### src/rtl/bcast_conv_pkg.sv
package bcast_conv_pkg;
  // accumulator width that holds K full-scale products without wrap
  function automatic int acc_width(input int data_w, input int k);
    return 2 * data_w + $clog2(k);
  endfunction
endpackage

### src/rtl/bcast_conv_cell.sv
module bcast_conv_cell #(
  parameter int DATA_W = 8,
  parameter int ACC_W  = 18
) (
  input  logic                     clk,
  input  logic                     rst_n,
  input  logic                     clr,
  input  logic                     step,
  input  logic                     fin,
  input  logic                     ld_en,
  input  logic signed [DATA_W-1:0] ld_w,
  input  logic signed [DATA_W-1:0] w_prev,
  input  logic signed [DATA_W-1:0] x_bc,
  output logic signed [DATA_W-1:0] w_cur,
  output logic signed [ACC_W-1:0]  sum
);
  localparam int PROD_W = 2 * DATA_W;

  logic signed [DATA_W-1:0] w_q;
  logic signed [ACC_W-1:0]  acc_q;
  logic signed [PROD_W-1:0] prod;
  logic signed [ACC_W-1:0]  prod_ext;

  assign prod     = w_q * x_bc;
  assign prod_ext = ACC_W'(prod);
  assign sum      = acc_q + prod_ext;
  assign w_cur    = w_q;

  always_ff @(posedge clk) begin
    if (!rst_n) begin
      w_q   <= '0;
      acc_q <= '0;
    end else begin
      if (ld_en)      w_q <= ld_w;
      else if (step)  w_q <= w_prev;
      if (clr)        acc_q <= '0;
      else if (step)  acc_q <= fin ? '0 : sum;
    end
  end
endmodule

### src/rtl/bcast_conv_ctrl.sv
module bcast_conv_ctrl #(
  parameter int K = 4,
  localparam int PW = (K > 1) ? $clog2(K) : 1,
  localparam int CW = $clog2(K + 1)
) (
  input  logic          clk,
  input  logic          rst_n,
  input  logic          w_valid,
  input  logic          in_valid,
  input  logic          out_blocked,
  output logic          w_ready,
  output logic          in_ready,
  output logic          w_fire,
  output logic [PW-1:0] ld_sel,
  output logic          step,
  output logic          clr,
  output logic [PW-1:0] fin_idx,
  output logic          emit
);
  logic [CW-1:0] wcnt_q, slot;
  logic [PW-1:0] ph_q, seen_q;
  logic          loaded;

  assign loaded   = (wcnt_q == CW'(K));
  assign slot     = loaded ? '0 : wcnt_q;
  assign ld_sel   = (slot == '0) ? '0 : PW'(K - int'(slot));
  assign w_ready  = 1'b1;
  assign w_fire   = w_valid;
  assign clr      = w_fire;
  assign in_ready = loaded && !w_valid && !out_blocked;
  assign step     = in_valid && in_ready;
  assign fin_idx  = (ph_q == PW'(K - 1)) ? '0 : ph_q + 1'b1;
  assign emit     = step && (seen_q == PW'(K - 1));

  always_ff @(posedge clk) begin
    if (!rst_n) begin
      wcnt_q <= '0;
      ph_q   <= '0;
      seen_q <= '0;
    end else if (w_fire) begin
      wcnt_q <= slot + 1'b1;
      ph_q   <= '0;
      seen_q <= '0;
    end else if (step) begin
      ph_q <= fin_idx;
      if (seen_q != PW'(K - 1)) seen_q <= seen_q + 1'b1;
    end
  end
endmodule

### src/rtl/bcast_conv.sv
module bcast_conv #(
  parameter int DATA_W = 8,
  parameter int K      = 4,
  localparam int ACC_W = bcast_conv_pkg::acc_width(DATA_W, K),
  localparam int PW    = (K > 1) ? $clog2(K) : 1
) (
  input  logic              clk,
  input  logic              rst_n,
  input  logic              w_valid,
  output logic              w_ready,
  input  logic [DATA_W-1:0] w_data,
  input  logic              in_valid,
  output logic              in_ready,
  input  logic [DATA_W-1:0] in_data,
  output logic              y_valid,
  input  logic              y_ready,
  output logic [ACC_W-1:0]  y_data
);
  logic signed [DATA_W-1:0] w_cur [K];
  logic signed [ACC_W-1:0]  sums  [K];
  logic [PW-1:0] ld_sel, fin_idx;
  logic          w_fire, step, clr, emit, out_blocked;
  logic          y_valid_q;
  logic [ACC_W-1:0] y_q;

  assign out_blocked = y_valid_q && !y_ready;

  bcast_conv_ctrl #(.K(K)) u_ctrl (
    .clk(clk), .rst_n(rst_n), .w_valid(w_valid), .in_valid(in_valid),
    .out_blocked(out_blocked), .w_ready(w_ready), .in_ready(in_ready),
    .w_fire(w_fire), .ld_sel(ld_sel), .step(step), .clr(clr),
    .fin_idx(fin_idx), .emit(emit)
  );

  for (genvar g = 0; g < K; g++) begin : g_cell
    localparam int PREV = (g == 0) ? K - 1 : g - 1;
    bcast_conv_cell #(.DATA_W(DATA_W), .ACC_W(ACC_W)) u_cell (
      .clk(clk), .rst_n(rst_n), .clr(clr), .step(step),
      .fin(fin_idx == PW'(g)),
      .ld_en(w_fire && (ld_sel == PW'(g))),
      .ld_w($signed(w_data)), .w_prev(w_cur[PREV]),
      .x_bc($signed(in_data)), .w_cur(w_cur[g]), .sum(sums[g])
    );
  end

  always_ff @(posedge clk) begin
    if (!rst_n) begin
      y_valid_q <= 1'b0;
      y_q       <= '0;
    end else if (emit) begin
      y_valid_q <= 1'b1;
      y_q       <= sums[fin_idx];
    end else if (y_ready) begin
      y_valid_q <= 1'b0;
    end
  end

  assign y_valid = y_valid_q;
  assign y_data  = y_q;
endmodule

### config.mk
export PLATFORM = sky130hd
export DESIGN_NAME = bcast_conv
export DESIGN_NICKNAME = d
export VERILOG_FILES = /design/src/rtl/bcast_conv_pkg.sv /design/src/rtl/bcast_conv_cell.sv /design/src/rtl/bcast_conv_ctrl.sv /design/src/rtl/bcast_conv.sv
export SDC_FILE = /design/constraint.sdc
export NUM_CORES = 1
export LEC_CHECK = 0
export BUFFER_PORTS_ARGS = -buffer_cell sky130_fd_sc_hd__buf_2
export CORE_MARGIN = 3
export CORE_UTILIZATION = 40
export CTS_BUF_LIST = sky130_fd_sc_hd__clkbuf_4 sky130_fd_sc_hd__clkbuf_8 sky130_fd_sc_hd__clkbuf_16
export CTS_CLUSTER_DIAMETER = 60
export DETAILED_ROUTE_END_ITERATION = 7
export PLACE_DENSITY_LB_ADDON = 0.15
export SYNTH_ARGS = -nofsm -noshare
export SYNTH_HDL_FRONTEND = slang
export SYNTH_SLANG_ARGS = --single-unit
### constraint.sdc
create_clock -name clk -period 5.2 [get_ports clk]
set_input_delay 0.52 -clock clk [delete_from_list [all_inputs] [get_ports clk]]
set_output_delay 0.52 -clock clk [all_outputs]
set_load 0.02 [all_outputs]
==> impl_metrics.csv, run 1 <==
group,metric,value,unit
synthesis,synthTopCellsByCount,"358 x inv_1, 320 x fa_1, 217 x nand2_1, 178 x ha_1, 166 x nor2_1",
synthesis,ys_top_cells_by_area,"fa_1 34%, dfxtp_1 14%, ha_1 12%",
run_status,outcome,"finished clean",
sta,setup_viol_count_final,0,
power,cellPowerDensity,252,nW/um2
die,io_pins,42,
critical_path,crit_path_start_kind,"primary input",
synthesis,async_flop_share,0,
run,maxCapViolations,0,
sta,skew,11.4,ps
detailed_routing,drtIter0Drc,894,
critical_path,path_max_fanout,14,
cts,cts_max_path_buffers,2,
critical_path,path_cells,"buf_2 -> buf_12 -> buf_4 -> and2_2 -> buf_4 -> fa_1 -> inv_1 -> fa_1 -> inv_1 -> fa_1 -> fa_1 -> ha_1 -> ha_1 -> a21oi_2 -> o21bai_1 -> a221oi_1 -> o21ai_1 -> xnor2_1 -> o221ai_1 -> a211oi_1",
synthesis,synth.ff_latch_count,130,
sta,tightestPinTransition,995,ps
synthesis,synthCells,2059,
sta,fin_ws,149,ps
place,dpl.hpwl,43300,um
cts,clkLatencyLatePin,440,ps
synthesis,yosysMostFrequentCell,"inv_1",
grt,grt_pass1_vias,15200,
power,p_leak,0.0110,uW
synthesis,yosysUniqueCellTypes,61,
place,portBuffers,40,
final_layout,finalInstanceArea,22100,um2
place,place_area,21200,um2
detailed_routing,wl,52200,um
grt,grt_usage,0.221,
detailed_routing,drtAntennaViolNets,0,
sta,final-max-slew-violation-count,0,
sta,slew_headroom,0.334,
detailed_routing,vias,14600,
detailed_routing,post_drt_via_cell_ratio,5.06,
detailed_routing,firstDrtPassIters,5,
synthesis,yosysWarnings,0,
cts,cts.sinks,130,
synthesis,synth-edff-count,0,
synthesis,syn_area,18600,um2
cts,cts_tree,"built",
sta,grt_setup_unrepaired,"yes",
sta,finalHoldViolCount,0,
die,start_util,0.407,
die,design.die.area,49100,um2
final_layout,area_growth,18.8,%
sta,period_share,0.971,
grt,antenna_found_initial,0,
cts,clkTransAtPathRegs,60,ps
cts,root_buffer,"clkbuf_16",
synthesis,synth_top_cell_by_area,"fa_1",
sta,fmax,198,MHz
final_layout,fillers,4437,
detailed_routing,routedWlPerCell,18.0,um
synthesis,ys_seq_area_frac,0.140,
cts,cts_buffers,17,
synthesis,syn_area_per_cell,9.03,um2
critical_path,cp_slowest_cell,"fa_1",
critical_path,required,5550,ps
synthesis,yosys.area.top_type_share,0.345,
final_layout,drive_above_1_share,0.187,
sta,fin_crit,5050,ps
synthesis,synth_nets,2578,
synthesis,synthFlopType,"dfxtp_1",
grt,grt_max_degree,55,
critical_path,crit_path_frequent_cell,"fa_1",
power,max-vdd-ir-drop,232,uV
place,place_ws,-555,ps
die,die_y,222,um
critical_path,worst_setup_path_end_kind,"flop",
die,die_w,222,um
place,gp_congestion,0.870,
grt,grt_remaining_overflow,0,
grt,grt_pass1_wl,85300,um
detailed_routing,drc,0,
worst_hold_path,hp-class,"primary input to flop",
cts,htreeDepth,4,
critical_path,path_class,"primary input to flop",
critical_path,cpPeakStageDelay,550,ps
cts,hold_buffers,0,
final_layout,layout.nets,2803,
die,rows,78,
die,coreArea,45700,um2
critical_path,worstPathArrival,5410,ps
==> kinds of logic after synthesis <==
kind of cell	after synthesis	share of synthesized area
other	1	0.000202
adder cells (fa/ha/maj)	498	0.465
flip-flops	130	0.140
XOR/XNOR	69	0.0325
AND/OR/NAND/NOR	612	0.155
buffers and inverters	466	0.0949
multiplexers	11	0.0127
AO/OA/AOI/OAI	272	0.101
==> sequential cells by signal (all words and copies together) (netlist names) <==
name / flops
g_cell.u_cell.acc_q: 72
g_cell.u_cell.w_cur: 32
u_ctrl.ph_q: 2
u_ctrl.seen_q: 2
u_ctrl.wcnt_q: 3
y_data: 18
y_valid: 1
==> cells in the final DEF (no fill, tap or decap), types with 6 or more instances in the layout <==
cell type / count
ha_1: 175
nand3_1: 14
fa_1: 318
dfxtp_1: 107
mux4_2: 10
o21a_1: 16
nor3b_1: 21
dfxtp_2: 16
buf_4: 267
a211oi_1: 6
nor2_1: 166
dfxtp_4: 7
buf_2: 36
inv_1: 358
or3_1: 6
o21ai_0: 23
a22oi_1: 35
xnor2_1: 55
and2_1: 126
xor2_1: 10
clkbuf_16: 17
a21oi_1: 70
nor3_1: 16
o31a_1: 6
o21ai_1: 7
a311oi_1: 33
a21boi_0: 9
nand2_1: 214
a21o_1: 8
nand2b_1: 8
==> path summary, 6_finish.rpt <==
kind / from / end / cells after the start / slack (ps)
max: in_data[1] / y_data[17] / 20 / 150
min: y_ready / y_valid / 4 / 370
max reg2reg: g_cell[1].u_cell.w_cur[4] / g_cell[1].u_cell.acc_q[16] / 15 / 150
min reg2reg: y_data[1] / y_data[1] / 2 / 460
==> stage by stage <==
stage                     hold slack, ps  TNS (ps)   util  cells  power [uW]
after floorplan                      444     -24.7      -   2059        2830
after global placement               452    -10980  0.465   2863        4230
after CTS                            353         0  0.478   2894        5550
after global routing                 378     -82.1  0.484   2896        6020
final                                373         0  0.484   2897        5570
after detailed placement             457    -12800  0.465   2863        4260
==> timing repair <==
| item | CTS | global route |
|---|---|---|
| gates resized for setup | 12 | 71 |
| gates cloned | 0 | 0 |
| pin swaps | 0 | 12 |
| setup endpoints to repair | 13 | 26 |
| setup buffers | 0 | 2 |
==> report_power, final <==
part	leakage (uW)	internal [uW]	switching [uW]
clock	0.000288	730	516
combinational	0.00961	1630	1650
sequential	0.00106	1010	33.7
==> per-layer routing <==
metal  up-vias  track usage  part of all wire  wire length [um]
li1       6937            -                 -                 -
met1      7260        0.324              0.47             24600
met2       393        0.335              0.44             23000
met3        55       0.0401             0.060              3120
met4         0       0.0617             0.027              1400
met5         -            0                 0                 0
==> critical path, delay by kind of cell <==
kind            cells  cell delay [ps]
compound gates      6             1120
xor+xnor            1              260
fa+ha+maj           6             2560
buf+inv             6              700
simple gates        1              240
==> final cells by class <==
type                    instances  area [um2]  area share
clock buffers                  20         454      0.0206
flip-flops and latches        130        2650       0.120
repair buffers                313        2330       0.106
well taps                     600         751      0.0340
clock inverters                11         130     0.00589
inverters                     359        1350      0.0610
multi-input cells            1463       14400       0.653
diodes                          1        2.50    0.000113
(Power assumes the default switching activity.)
==> inputs of run 2 (changes only) <==
Clock period 5.2 ns to 4.97 ns, I/O delays scaled along.
==> run 2 against run 1 <==
The flow now finishes with violations (setup timing). Via count is 0.89% higher. Sequential share of layout area down 0.37 points. Power increased by 8.4%. Clock skew fell by 0.52 ps. Clock-buffer cell count rose by 1. Combinational power increased by 10%. Wire length increased by 2.5%. First-iteration DRC count is 7.2% higher. Critical path depth stayed put. Sequential power is 4% higher. Register-to-register slack got worse by 140 ps. Critical endpoint is now y_data[13]. Largest power group unchanged.
==> impl_metrics.csv, run 2 (same netlist as run 1, synthesis figures left out) <==
group,metric,value,unit
critical_path,path_max_fanout,8,
sta,fmax,201,MHz
critical_path,cp_slowest_cell,"fa_1",
critical_path,path_class,"primary input to flop",
detailed_routing,vias,14800,
run_status,outcome,"finished with violations",
power,p_leak,0.0111,uW
worst_hold_path,min_from,"y_ready",
power,p_total,6040,uW
sta,skew,10.9,ps
detailed_routing,post_drt_via_cell_ratio,5.08,
cts,clkLatencyLatePin,450,ps
power,cellPowerDensity,263,nW/um2
grt,grt_pass1_vias,15200,
place,gp_congestion,0.873,
critical_path,r2r-end,"y_data[16]",
critical_path,crit_path_start_kind,"primary input",
cts,cts_buffers,17,
grt,antenna_found_initial,0,
critical_path,path_cells,"buf_4 -> buf_6 -> nand2_1 -> fa_1 -> fa_1 -> inv_1 -> fa_1 -> fa_1 -> fa_1 -> ha_4 -> o21ai_2 -> o21bai_1 -> buf_4 -> o41ai_4 -> o21a_1 -> buf_4 -> xnor2_1 -> buf_4 -> o21ai_2 -> a31oi_1",
sta,tightestPinTransition,1140,ps
sta,fin_ws,-2.57,ps
final_layout,drive_above_1_share,0.234,
power,max-vdd-ir-drop,282,uV
worst_hold_path,holdPathStages,4,
grt,grt_usage,0.224,
detailed_routing,drtIter0Drc,958,
die,die_y,222,um
critical_path,worst_setup_path_end_kind,"flop",
final_layout,multi_input_area,15000,um2
cts,cts_tree,"built",
die,rows,78,
final_layout,final_common_cell,"inv_1",
place,place_area,21500,um2
final_layout,area_growth,23.7,%
cts,clkTransAtPathRegs,70,ps
detailed_routing,wl,53500,um
grt,grt_remaining_overflow,0,
final_layout,largest_reg_flops,72,
sta,slew_headroom,0.239,
critical_path,reg2reg_depth,16,
sta,final-max-slew-violation-count,0,
place,place_ws,-665,ps
critical_path,reg2reg_from,"g_cell[1].u_cell.w_cur[2]",
critical_path,r2r_slack,10,ps
final_layout,seq_area,2670,um2
final_layout,largest-register,"g_cell.u_cell.acc_q",
die,start_util,0.407,
critical_path,worstPathArrival,5280,ps
detailed_routing,routedWlPerCell,18.4,um
final_layout,layout_common_cells,"349 x inv_1, 306 x fa_1, 261 x buf_4",
sta,period_share,1.00,
critical_path,cpPeakStageDelay,560,ps
sta,fin_crit,4970,ps
place,portBuffers,40,
run_status,violations,"setup timing",
detailed_routing,drtAntennaViolNets,0,
cts,cts.sinks,130,
cts,cts_max_path_buffers,2,
final_layout,diodes,0,
sta,hold-worst-slack,358,ps
die,design.die.area,49100,um2
place,dpl.hpwl,44200,um
final_layout,stdcell_count,2910,
place,place_inst,2869,
die,io_pins,42,
grt,grt_pass1_wl,86300,um
cts,root_buffer,"clkbuf_16",
final_layout,fillers,4311,
critical_path,crit_path_frequent_cell,"fa_1",
die,die_w,222,um
worst_hold_path,hp-class,"primary input to flop",
detailed_routing,drc,0,
detailed_routing,firstDrtPassIters,5,
cts,htreeDepth,4,
sta,setup_viol_count_final,1,
final_layout,finalInstanceArea,23000,um2
sta,grt_setup_unrepaired,"yes",
critical_path,required,5270,ps
die,coreArea,45700,um2
final_layout,layout.nets,2817,
worst_hold_path,hold_end,"y_valid",
run,maxCapViolations,0,
sta,finalHoldViolCount,0,
grt,grt_max_degree,57,
==> run 2: cell types whose count changed in the layout (fill, tap and decap cells not counted), moves of 6 or more <==
cell,delta
o21ai_0,-6
buf_4,-6
ha_4,+20
ha_1,-23
buf_6,+11
buf_12,+8
inv_1,-9
inv_2,+9
nand2_1,-10
dfxtp_4,+8
nand2_2,+9
fa_1,-12
fa_2,+12
==> run 2: final cells by class <==
class / count / share of cell area
Tap cell: 600 / 0.0327
Inverter: 359 / 0.0586
Sequential cell: 130 / 0.116
Timing Repair Buffer: 327 / 0.113
Multi-Input combinational cell: 1463 / 0.653
Clock buffer: 21 / 0.0206
Clock inverter: 10 / 0.00533
==> run 2: stage by stage <==
| step | util | TNS, ps |
|---|---|---|
| finish | 0.503 | -2.57 |
| global route | 0.503 | -1090 |
| CTS | 0.487 | -0.679 |
| detailed placement | 0.470 | -16030 |
| global placement | 0.470 | -15040 |
| floorplan | - | -8.36 |
==> run 2: layer usage <==
| layer | wire (um) | part of all wire | vias to the layer above | global-route usage |
|---|---|---|---|---|
| met4 | 1480 | 0.028 | 0 | 0.0663 |
| met2 | 24000 | 0.45 | 368 | 0.342 |
| met5 | 0 | 0 | - | 0 |
| met1 | 25100 | 0.47 | 7375 | 0.331 |
| met3 | 2810 | 0.053 | 65 | 0.0326 |
| li1 | - | - | 6967 | - |
==> run 2: worst max-delay path by stage <==
| stage | startpoint | end | slack [ps] |
|---|---|---|---|
| final | in_data[2] | y_data[13] | -3 |
| after global routing | g_cell[0].u_cell.w_cur[3] | y_data[16] | -130 |
| after CTS | g_cell[1].u_cell.w_cur[7] | y_data[16] | -0.7 |
| after detailed placement | in_data[0] | y_data[17] | -670 |
| after global placement | in_data[0] | y_data[17] | -650 |
| after floorplan | in_data[0] | g_cell[1].u_cell.acc_q[16] | -8 |
==> run 2: repair_timing <==
action                     CTS  global route
setup buffers                2            12
pin swaps                   13            67
hold buffers                 0             0
setup endpoints to repair   33            29
gates resized for setup     50           167
==> run 2: where the power goes <==
part / internal, uW / total (uW) / switching (uW) / leakage, uW
registers: 1060 / 1090 / 31.8 / 0.00107
logic: 1780 / 3620 / 1840 / 0.00978
clock network: 786 / 1330 / 540 / 0.000286
==> run 2: worst max-delay path: cells and delay by family <==
family | cells | cell delay, ps
fa+ha+maj | 6 | 2850
simple gates | 1 | 80
compound gates | 6 | 940
xor+xnor | 1 | 60
buf+inv | 6 | 850
==> inputs of run 3 (changes only) <==
Settings changed: PLACE_DENSITY set to 0.55, PLACE_DENSITY_LB_ADDON 0.15 to unset.
==> run 3 against run 2 <==
The flow now finishes without violations. Power about the same. Utilization decreased by 0.31 points. Clock skew decreased by 1.5 ps. Cell area decreased by 0.62%. Non-clock buffer count decreased by 8. Maximum frequency increased by 0.91%. Combinational power about the same. Sequential share of layout area increased by 0.056 points. Clock power about the same. Clock-buffer cell count unchanged. Critical path depth decreased by 5. Die area unchanged. Highest routed layer unchanged.
==> impl_metrics.csv, run 3 (same netlist as run 1, synthesis figures left out) <==
group,metric,value,unit
place,place_inst,2858,
cts,cts_tree,"built",
critical_path,required,5260,ps
die,io_pins,42,
cts,cts_max_path_buffers,2,
critical_path,worstPathArrival,5220,ps
detailed_routing,routedWlPerCell,18.5,um
power,swShare,0.403,
run_status,outcome,"finished clean",
power,p_switching,2440,uW
sta,slew_headroom,0.198,
critical_path,path_class,"flop to flop",
cts,clkLatencyLatePin,440,ps
critical_path,cp_slowest_cell,"fa_1",
final_layout,layout.nets,2809,
final_layout,largest_reg_flops,72,
place,portBuffers,40,
die,rows,78,
run,maxCapViolations,0,
cts,cts.sinks,130,
critical_path,path_cells,"nand2_1 -> fa_1 -> fa_1 -> inv_1 -> fa_1 -> fa_1 -> fa_1 -> ha_4 -> o21a_1 -> o31a_1 -> o221a_1 -> o2111a_1 -> or3_4 -> a32oi_1 -> nor2_1",
cts,cts_buffers,17,
final_layout,drive_above_1_share,0.228,
sta,setup_viol_count_final,0,
sta,fmax,203,MHz
final_layout,area_growth,22.9,%
place,gp_congestion,0.892,
grt,grt_pass1_wl,86700,um
final_layout,layout_common_cells,"353 x inv_1, 306 x fa_1, 254 x buf_4",
sta,finalHoldViolCount,0,
final_layout,largest-register,"g_cell.u_cell.acc_q",
worst_hold_path,hp-class,"primary input to flop",
power,max-vdd-ir-drop,259,uV
cts,clkTransAtPathRegs,70,ps
detailed_routing,vias,14900,
critical_path,path_max_fanout,4,
detailed_routing,wl,53600,um
die,coreArea,45700,um2
power,seq_power_share,0.180,
sta,grt_setup_unrepaired,"yes",
sta,skew,9.40,ps
power,p_clk_frac,0.224,
place,dpl.hpwl,43600,um
detailed_routing,drtAntennaViolNets,0,
sta,tightestPinTransition,1200,ps
grt,grt_remaining_overflow,0,
power,cellPowerDensity,264,nW/um2
critical_path,crit_path_frequent_cell,"fa_1",
die,start_util,0.407,
critical_path,crit_path_start_kind,"flop",
die,die_w,222,um
final_layout,post-route-util,0.500,
grt,grt_pass1_vias,15500,
grt,grt_usage,0.224,
detailed_routing,drtIter0Drc,1070,
grt,grt_max_degree,67,
critical_path,worst_setup_path_end_kind,"flop",
final_layout,final_common_cell,"inv_1",
detailed_routing,drc,0,
detailed_routing,post_drt_via_cell_ratio,5.14,
sta,final-max-slew-violation-count,0,
power,p_leak,0.0111,uW
cts,htreeDepth,4,
sta,period_share,0.992,
critical_path,cpPeakStageDelay,570,ps
grt,antenna_found_initial,1,
power,combPwrFrac,0.595,
power,p_int,3610,uW
detailed_routing,firstDrtPassIters,7,
die,design.die.area,49100,um2
final_layout,diodes,0,
cts,root_buffer,"clkbuf_16",
final_layout,stdcell_count,2903,
sta,fin_crit,4930,ps
die,die_y,222,um
==> run 3: cell count changes in the layout (fill, tap and decap cells not counted), moves of 4 or more <==
cell and change:
a22oi_1 +4, a22oi_2 -4, buf_4 -7, ha_1 +4
ha_4 -5, inv_1 +4, inv_2 -4, nand2_1 +4
nand2_2 -4, o21ai_0 +4
==> run 3: per-stage QoR <==
| stage | worst slack, ps | hold slack (ps) | total power [uW] | TNS, ps | cell area [um2] |
|---|---|---|---|---|---|
| global route | -149 | 378 | 6480 | -885 | 22800 |
| global placement | -581 | 455 | 4330 | -15740 | 21300 |
| floorplan | -8.36 | 444 | 2990 | -8.36 | 18700 |
| detailed placement | -611 | 454 | 4370 | -17440 | 21300 |
| CTS | 9.07 | 354 | 5770 | 0 | 22100 |
| finish | 42.2 | 366 | 6040 | 0 | 22800 |
==> run 3: layer usage <==
| layer | up-vias | global-route usage | wire length, um |
|---|---|---|---|
| met5 | - | 0 | 0 |
| met4 | 0 | 0.0570 | 1240 |
| met3 | 63 | 0.0293 | 2730 |
| met2 | 392 | 0.349 | 24500 |
| met1 | 7531 | 0.330 | 25100 |
| li1 | 6946 | - | - |
==> run 3: cell type report <==
cell class              instances  area, um2
clock buffers                  21        480
clock inverters                11        128
fillers                      4308      22800
inverters                     359       1350
multi-input cells            1463      14900
flip-flops and latches        130       2670
well taps                     600        751
repair buffers                319       2530
==> run 3: final timing paths <==
| path | start | end | slack (ps) | cells past startpoint |
|---|---|---|---|---|
| setup / recovery | g_cell[1].u_cell.w_cur[3] | g_cell[1].u_cell.acc_q[16] | 40 | 15 |
| hold / removal | y_ready | y_valid | 370 | 4 |
| setup reg to reg | g_cell[1].u_cell.w_cur[3] | g_cell[1].u_cell.acc_q[16] | 40 | 15 |
| hold reg to reg | y_data[3] | y_data[3] | 460 | 2 |
==> run 3: what timing repair did <==
action                                 in CTS  in global routing
pin swaps                                   8                 63
hold buffers                                0                  0
resized for setup                          48                150
setup endpoints to repair                  27                 37
cloned                                      0                  1
setup buffers                               1                 13
endpoints found under the hold margin       0                  0
==> run 3: critical path: cells and delay by family (launching register included) <==
kind,cells,cell delay (ps)
AND/OR/NAND/NOR,3,500
AO/OA/AOI/OAI,5,1080
buffers and inverters,1,50
flip-flops,1,350
adder cells (fa/ha/maj),6,2810
==> run 3: power by group through the flow <==
| stage | Combinational [uW] | Sequential, uW | Clock (uW) |
|---|---|---|---|
| final | 3600 | 1090 | 1360 |
| after global routing | 3990 | 1090 | 1400 |
| after CTS | 3320 | 1090 | 1360 |
| after detailed placement | 3250 | 1110 | 0 |
| after global placement | 3220 | 1110 | 0 |
| after floorplan | 1900 | 1090 | 0 |
